[config.mk]
export PLATFORM = sky130hd
export DESIGN_NAME = lamp_fsm_ctrl
export DESIGN_NICKNAME = d
export VERILOG_FILES = /design/src/rtl/lamp_fsm_pkg.sv /design/src/rtl/lamp_fsm_next.sv /design/src/rtl/lamp_fsm_decode.sv /design/src/rtl/lamp_fsm_ctrl.sv
export SDC_FILE = /design/constraint.sdc
export NUM_CORES = 1
export LEC_CHECK = 0
export BUFFER_PORTS_ARGS = -buffer_cell sky130_fd_sc_hd__buf_2
export CAP_MARGIN = 20
export CORE_AREA = 2 2 39 41
export DETAILED_ROUTE_END_ITERATION = 10
export DIE_AREA = 0 0 41 43
export GPL_TIMING_DRIVEN = 0
export PLACE_DENSITY = 0.48
export SYNTH_ARGS = -nofsm -noshare
export SYNTH_HDL_FRONTEND = slang
export SYNTH_SLANG_ARGS = --single-unit
[constraint.sdc]
create_clock -name clk -period 0.8 [get_ports clk]
set_clock_uncertainty 0.05 [all_clocks]
set_input_delay 0.16 -clock clk [delete_from_list [all_inputs] [get_ports clk]]
set_output_delay 0.16 -clock clk [all_outputs]
set_load 0.02 [all_outputs]
[src/rtl/lamp_fsm_pkg.sv]
package lamp_fsm_pkg;

    localparam int NUM_PHASES = 4;
    localparam int PHASE_W    = $clog2(NUM_PHASES);

    typedef enum logic [PHASE_W-1:0] {
        PH_REST  = 2'd0,
        PH_HOLD  = 2'd1,
        PH_ARM   = 2'd2,
        PH_LATCH = 2'd3
    } phase_e;

    typedef struct packed {
        phase_e                  phase;
        logic [NUM_PHASES-1:0]   lamp;
    } ctrl_s;

endpackage

[src/rtl/lamp_fsm_next.sv]
module lamp_fsm_next
    import lamp_fsm_pkg::*;
(
    input  phase_e cur_phase,
    input  logic   advance,
    input  logic   cont,
    output phase_e nxt_phase,
    output logic   code_known
);

    always_comb begin
        nxt_phase  = PH_REST;
        code_known = 1'b1;
        case (cur_phase)
            PH_REST: begin
                // only the advance request matters here
                nxt_phase = advance ? PH_ARM : PH_REST;
            end
            PH_ARM: begin
                nxt_phase = cont ? PH_LATCH : PH_HOLD;
            end
            PH_HOLD: begin
                // a low qualifier outranks the advance request
                if (!cont)        nxt_phase = PH_REST;
                else if (advance) nxt_phase = PH_LATCH;
                else              nxt_phase = PH_HOLD;
            end
            PH_LATCH: begin
                if (!cont)        nxt_phase = PH_REST;
                else if (!advance) nxt_phase = PH_HOLD;
                else              nxt_phase = PH_LATCH;
            end
            default: begin
                nxt_phase  = PH_REST;
                code_known = 1'b0;
            end
        endcase
    end

endmodule

[src/rtl/lamp_fsm_decode.sv]
module lamp_fsm_decode
    import lamp_fsm_pkg::*;
#(
    parameter int N_LAMPS = NUM_PHASES
) (
    input  phase_e             phase,
    input  logic               enable,
    output logic [N_LAMPS-1:0] lamp
);

    localparam int SEL_W = (N_LAMPS > 1) ? $clog2(N_LAMPS) : 1;

    logic [SEL_W-1:0] sel;
    assign sel = SEL_W'(phase);

    for (genvar k = 0; k < N_LAMPS; k++) begin : g_lamp
        assign lamp[k] = enable && (sel == SEL_W'(k));
    end

endmodule

[src/rtl/lamp_fsm_ctrl.sv]
module lamp_fsm_ctrl
    import lamp_fsm_pkg::*;
(
    input  logic                  clk,
    input  logic                  rst_n,
    input  logic                  advance_i,
    input  logic                  continue_i,
    output logic [NUM_PHASES-1:0] lamp_o
);

    ctrl_s ctrl_d, ctrl_q;

    phase_e                nxt_phase;
    logic                  code_known;
    logic [NUM_PHASES-1:0] lamp_next;

    lamp_fsm_next u_next (
        .cur_phase  (ctrl_q.phase),
        .advance    (advance_i),
        .cont       (continue_i),
        .nxt_phase  (nxt_phase),
        .code_known (code_known)
    );

    lamp_fsm_decode #(.N_LAMPS(NUM_PHASES)) u_decode (
        .phase  (nxt_phase),
        .enable (code_known),
        .lamp   (lamp_next)
    );

    always_comb begin
        ctrl_d       = ctrl_q;
        ctrl_d.phase = nxt_phase;
        // every lamp is rewritten each cycle, none keeps an old value
        ctrl_d.lamp  = lamp_next;
    end

    always_ff @(posedge clk or negedge rst_n) begin
        if (!rst_n) begin
            ctrl_q <= '{phase: PH_REST, lamp: '0};
        end else begin
            ctrl_q <= ctrl_d;
        end
    end

    assign lamp_o = ctrl_q.lamp;

    AST_LAMP_ONEHOT0: assert property (@(posedge clk) disable iff (!rst_n)
        $onehot0(lamp_o)) else $error("lamp vector not one-hot");

    AST_LAMP_MATCH: assert property (@(posedge clk) disable iff (!rst_n)
        (lamp_o != '0) |-> lamp_o[ctrl_q.phase]) else $error("lamp mismatch");

    AST_REST_HOLD: assert property (@(posedge clk) disable iff (!rst_n)
        (ctrl_q.phase == PH_REST && !advance_i) |=> (ctrl_q.phase == PH_REST)) else $error("rest exit");

    AST_REST_GO: assert property (@(posedge clk) disable iff (!rst_n)
        (ctrl_q.phase == PH_REST && advance_i) |=> (ctrl_q.phase == PH_ARM)) else $error("rest go");

    AST_ARM_SPLIT: assert property (@(posedge clk) disable iff (!rst_n)
        (ctrl_q.phase == PH_ARM) |=> (ctrl_q.phase == (($past(continue_i)) ? PH_LATCH : PH_HOLD))) else $error("arm split");

    AST_HOLD_ABORT: assert property (@(posedge clk) disable iff (!rst_n)
        (ctrl_q.phase == PH_HOLD && !continue_i) |=> (ctrl_q.phase == PH_REST)) else $error("hold abort");

    AST_LATCH_ABORT: assert property (@(posedge clk) disable iff (!rst_n)
        (ctrl_q.phase == PH_LATCH && !continue_i) |=> (ctrl_q.phase == PH_REST)) else $error("latch abort");

    AST_LAMP_LIT: assert property (@(posedge clk) disable iff (!rst_n)
        $past(rst_n) |-> (lamp_o != '0)) else $error("lamp dark after edge");

endmodule

== Word-level counts from Yosys, hierarchy flattened ==
Index checks and enable logic that the tools add are counted.

* Flip-flop bits (word level): 6
* Bits of input ports: 4
* Output and inout bits: 4
* Logic and storage cells: 16

* Eq/ne operators: 6
* Muxes and demuxes: 5
* Reductions and logical operators: 3

{| class="wikitable"
|+ Operators by type and width
! cell !! number
|-
| 2-bit equality test, second input constant || 4
|-
| 2-bit two-way mux || 4
|-
| 2-bit one-hot mux with 3 select lines || 1
|-
| 2-bit by 1-bit equality test with 1-bit output, second input constant || 2
|-
| 2-bit zero test || 2
|-
| 2-bit OR reduction || 1
|}

== Logic depth before layout (Yosys ltp) ==
* Word-level depth: 4
* Depth in mapped cells: 2
* Depth with buffers taken out: 2

== Modules after synthesis ==
A second synthesis with hierarchy kept.

* Cell total of the unflattened synthesis: 20
* Area, all modules: 262.8 um^2

{| class="wikitable"
|+ By module, submodules not included
! module !! times used !! cells each !! area each (um^2)
|-
| lamp_fsm_ctrl || 1 || 10 || 180.2
|-
| lamp_fsm_next || 1 || 6 || 45.0
|-
| lamp_fsm_decode || 1 || 4 || 37.5
|}

== Least setup slack after synthesis ==
OpenSTA, ideal clock, no wires.

* Kind: flip-flop to flip-flop
* From: reg ctrl_q[4] (netlist name)
* To: reg ctrl_q (netlist bit lamp_o[1])
* Setup time: 0.080 ns
* Data arrival time: 0.687 ns
* Required time: 0.670 ns
* Path slack: -0.017 ns
* Cell stages (with the launch flop): 3
* Buffers on the path: 0
* Path through: dfrtp_1 -> nand2b_4 -> o22ai_2

* Longest elaborated chain between the ends: 4
* Elaborated cells on any way between the ends: 7
* Those cells by class: eq/ne (4); mux (1); reduce/logical (2)

{| class="wikitable"
|+ RTL lines
! what !! RTL line !! text
|-
| from (decl) || lamp_fsm_ctrl.sv:11 || <nowiki>ctrl_s ctrl_d, ctrl_q;</nowiki>
|-
| from (signal assigned) || lamp_fsm_ctrl.sv:40 || <nowiki>ctrl_q <= '{phase: PH_REST, lamp: '0};</nowiki>
|-
| from (signal assigned) || lamp_fsm_ctrl.sv:42 || <nowiki>ctrl_q <= ctrl_d;</nowiki>
|-
| 2-bit by 1-bit equality test with 1-bit output / 2-bit equality test (equally long branches) || lamp_fsm_next.sv:14 || <nowiki>case (cur_phase)</nowiki>
|-
| 2-bit OR reduction (no line) || - ||
|-
| 2-bit one-hot mux with 3 select lines * || lamp_fsm_next.sv:14 ||
|-
| 2-bit by 1-bit equality test with 1-bit output * || lamp_fsm_decode.sv:17 || <nowiki>assign lamp[k] = enable && (sel == SEL_W'(k));</nowiki>
|-
| named net lamp_next[1] || lamp_fsm_ctrl.sv:15 || <nowiki>logic [NUM_PHASES-1:0] lamp_next;</nowiki>
|}

Mark *: on every way through the listed nets, which the timed path passes. The rest lies on a longest branch.

== Worst setup path after layout ==
* From: reg ctrl_q (netlist bit lamp_o[3])
* To: out lamp_o[3]

{| class="wikitable"
|+ RTL lines
! what !! RTL line !! text
|-
| to (decl) || lamp_fsm_ctrl.sv:8 || <nowiki>output logic [NUM_PHASES-1:0] lamp_o</nowiki>
|}

No word-level cell between the ends.

==> flow_summary.json <==
{
  "status": "finished, violations left",
  "violations": "setup timing",
  "grt_overflow_total": 0,
  "start_util_pct": 19.6,
  "p_int_uw": 842,
  "crit_chain": "buf_6",
  "syn_nets": 26,
  "setup_violations": 10,
  "yosysWarnings": 0,
  "via_per_inst": 3.96,
  "reg2reg_from": "ctrl_q[4]$_DFF_PN0_",
  "postRouteAntennaNets": 0,
  "nets": 36,
  "slowest_delay_ns": 0.37,
  "die_area_sq_um": 1760,
  "synthTopCellsByArea": "dfrtp_1, buf_4, o2bb2ai_2, nand2b_4, o22ai_2",
  "drcViolationCount": 0,
  "path_max_fanout": 1,
  "grt_max_degree": 7,
  "rows": 14,
  "max_slew_margin_pct": 90.3,
  "cap_viol_max_count": 0,
  "cts_tree": "done",
  "cellPowerDensity_nw_per_um2": 3360,
  "core_sq_um": 1380,
  "numClockSinks": 6,
  "antenna_found_initial": 0,
  "syn_area_per_cell_sq_um": 12.3,
  "wirelength_um": 468,
  "rsz0062_at_grt": "yes",
  "io_pins": 8,
  "area_delta_synth_final_pct": 37.8,
  "die_height_um": 43,
  "worstHoldStart": "continue_i",
  "crit_type": "register to output pin",
  "clockPowerShare_pct": 22.0,
  "htreeDepth": 1,
  "critPathSlowestCell": "dfrtp_1",
  "grt.total_usage_pct": 7.99,
  "synth.distinct_cells": 12,
  "required_ns": 0.59,
  "ir_drop_uv": 885,
  "hold_ws_ns": 0.130,
  "root_buffer": "clkbuf_4",
  "vias": 182,
  "leakagePower_uw": 0.000173,
  "place_congestion": 0.820,
  "most-common-layout-cells": "dfrtp_1, buf_6, clkbuf_4, buf_2",
  "slew_violations": 0,
  "crit_path_start": "lamp_o[3]$_DFF_PN0_",
  "dp_hpwl_um": 337,
  "port_buffers": 7,
  "drive_gt1_share_pct": 66.7,
  "hold_viol": 0,
  "fin_crit_ns": 0.956,
  "p_sw_uw": 416,
  "seq_power_share_pct": 40.5,
  "dr.first_iter.drc_count": 7,
  "critPathBufInv": 1,
  "synth_area_sq_um": 272,
  "routedWlPerCell_um": 10.2,
  "path_delay_family": "flip-flops",
  "n_antenna_cell": 0,
  "clock_latency_ns": 0.24,
  "cp_data_arrival_time_ns": 0.75,
  "tightestPinTransition_ns": 0.145,
  "ys_ff_latch": 6,
  "grt_pass1_vias": 194,
  "clkTransAtPathRegs_ns": 0.04,
  "yosys.area.top_type": "dfrtp_1",
  "layout_worst_path_cycle_share_pct": 119,
  "dp_slack_ns": -0.0771,
  "synth_top_area_share_pct": 55.3,
  "grt_pass1_wl_um": 800,
  "endpoint_kind": "output pin",
  "die_w_um": 41,
  "clock.fmax_mhz": 1050,
  "firstDrtPassIters": 4,
  "ys_seq_area_share_pct": 55.3,
  "cts.path.max_buffers": 2,
  "swShare_pct": 33.0,
  "comb_power_share_pct": 37.5,
  "cts_buffers": 3,
  "worst_hold_path_type": "primary input to register",
  "synth_cells": 22,
  "setup_ws_ns": -0.156,
  "critical_path.startpoint_type": "register"
}
## sequential cells by signal, indices dropped and copies added (netlist names)
| signal | cells |
|---|---|
| ctrl_q | 2 |
| lamp_o | 4 |
## power by group through the flow
stage / logic [uW] / registers [uW] / clock network (uW)
floorplan: 338 / 464 / 0
global placement: 428 / 475 / 0
detailed placement: 432 / 480 / 0
CTS: 433 / 503 / 290
global route: 508 / 520 / 316
finish: 472 / 509 / 276
## per-stage QoR
stage	util [%]	cell area [sq um]	total power (uW)	setup TNS, ns	instances
2_1_floorplan	-	272	802	-0.0152	22
3_3_place_gp	23.6	327	903	-0.188	45
3_5_place_dp	23.6	327	911	-0.260	45
4_1_cts	25.9	358	1230	-0.879	45
5_1_grt	27.0	374	1340	-1.14	46
6_report	27.0	374	1260	-0.872	46
## synth_stat cells, drive strengths merged
library cell	instances
a21oi	1
buf	4
nor2	1
o21bai	1
o22ai	1
nand2b	1
nand2	3
o2bb2ai	1
inv	1
dfrtp	6
o21a	1
nor3b	1
## layer usage
metal	part of all wire, %	routed length [um]	vias to the layer above	GRT usage [%]
li1	-	-	86	-
met1	44	205	87	8.22
met2	50	235	9	8.44
met3	5.8	27	0	4.71
met4	0	0	0	12.0
met5	0	0	-	0
## worst paths after layout
kind                                       endpoint  slack (ns)  cells past startpoint
worst max-delay path                      lamp_o[3]       -0.16                      1
worst min-delay path            lamp_o[1]$_DFF_PN0_        0.13                      2
worst max register to register  lamp_o[1]$_DFF_PN0_       -0.09                      2
worst min register to register  lamp_o[2]$_DFF_PN0_        0.46                      1
max in group asynchronous       ctrl_q[5]$_DFF_PN0_        0.33                      2
min in group asynchronous       lamp_o[2]$_DFF_PN0_        0.22                      2
## timing repair
item,CTS,global route
hold endpoints to repair,6,0
buffers inserted,0,1
cloned,0,0
hold buffers,1,0
setup endpoints to repair,9,10
resized for setup,10,3
## logic make-up after synthesis
family	share of synthesized area, %
AOI/OAI and AO/OA	18.9
buffers and inverters	12.4
DFF	55.3
and+or+nand+nor	13.4
## cell type report
cell class | count | area (sq um)
repair buffers | 9 | 77.6
clock buffers | 3 | 22.5
fillers | 151 | 1010
inverters | 1 | 3.75
multi-input cells | 11 | 97.6
flip-flops and latches | 6 | 153
well taps | 16 | 20.0
## worst register-to-register path: cells and delay by family (launching register included)
family | cells | cell delay [ns]
flops | 1 | 0.44
simple gates | 1 | 0.18
compound gates | 1 | 0.15
Note: power is estimated with default switching activity, not from simulation.
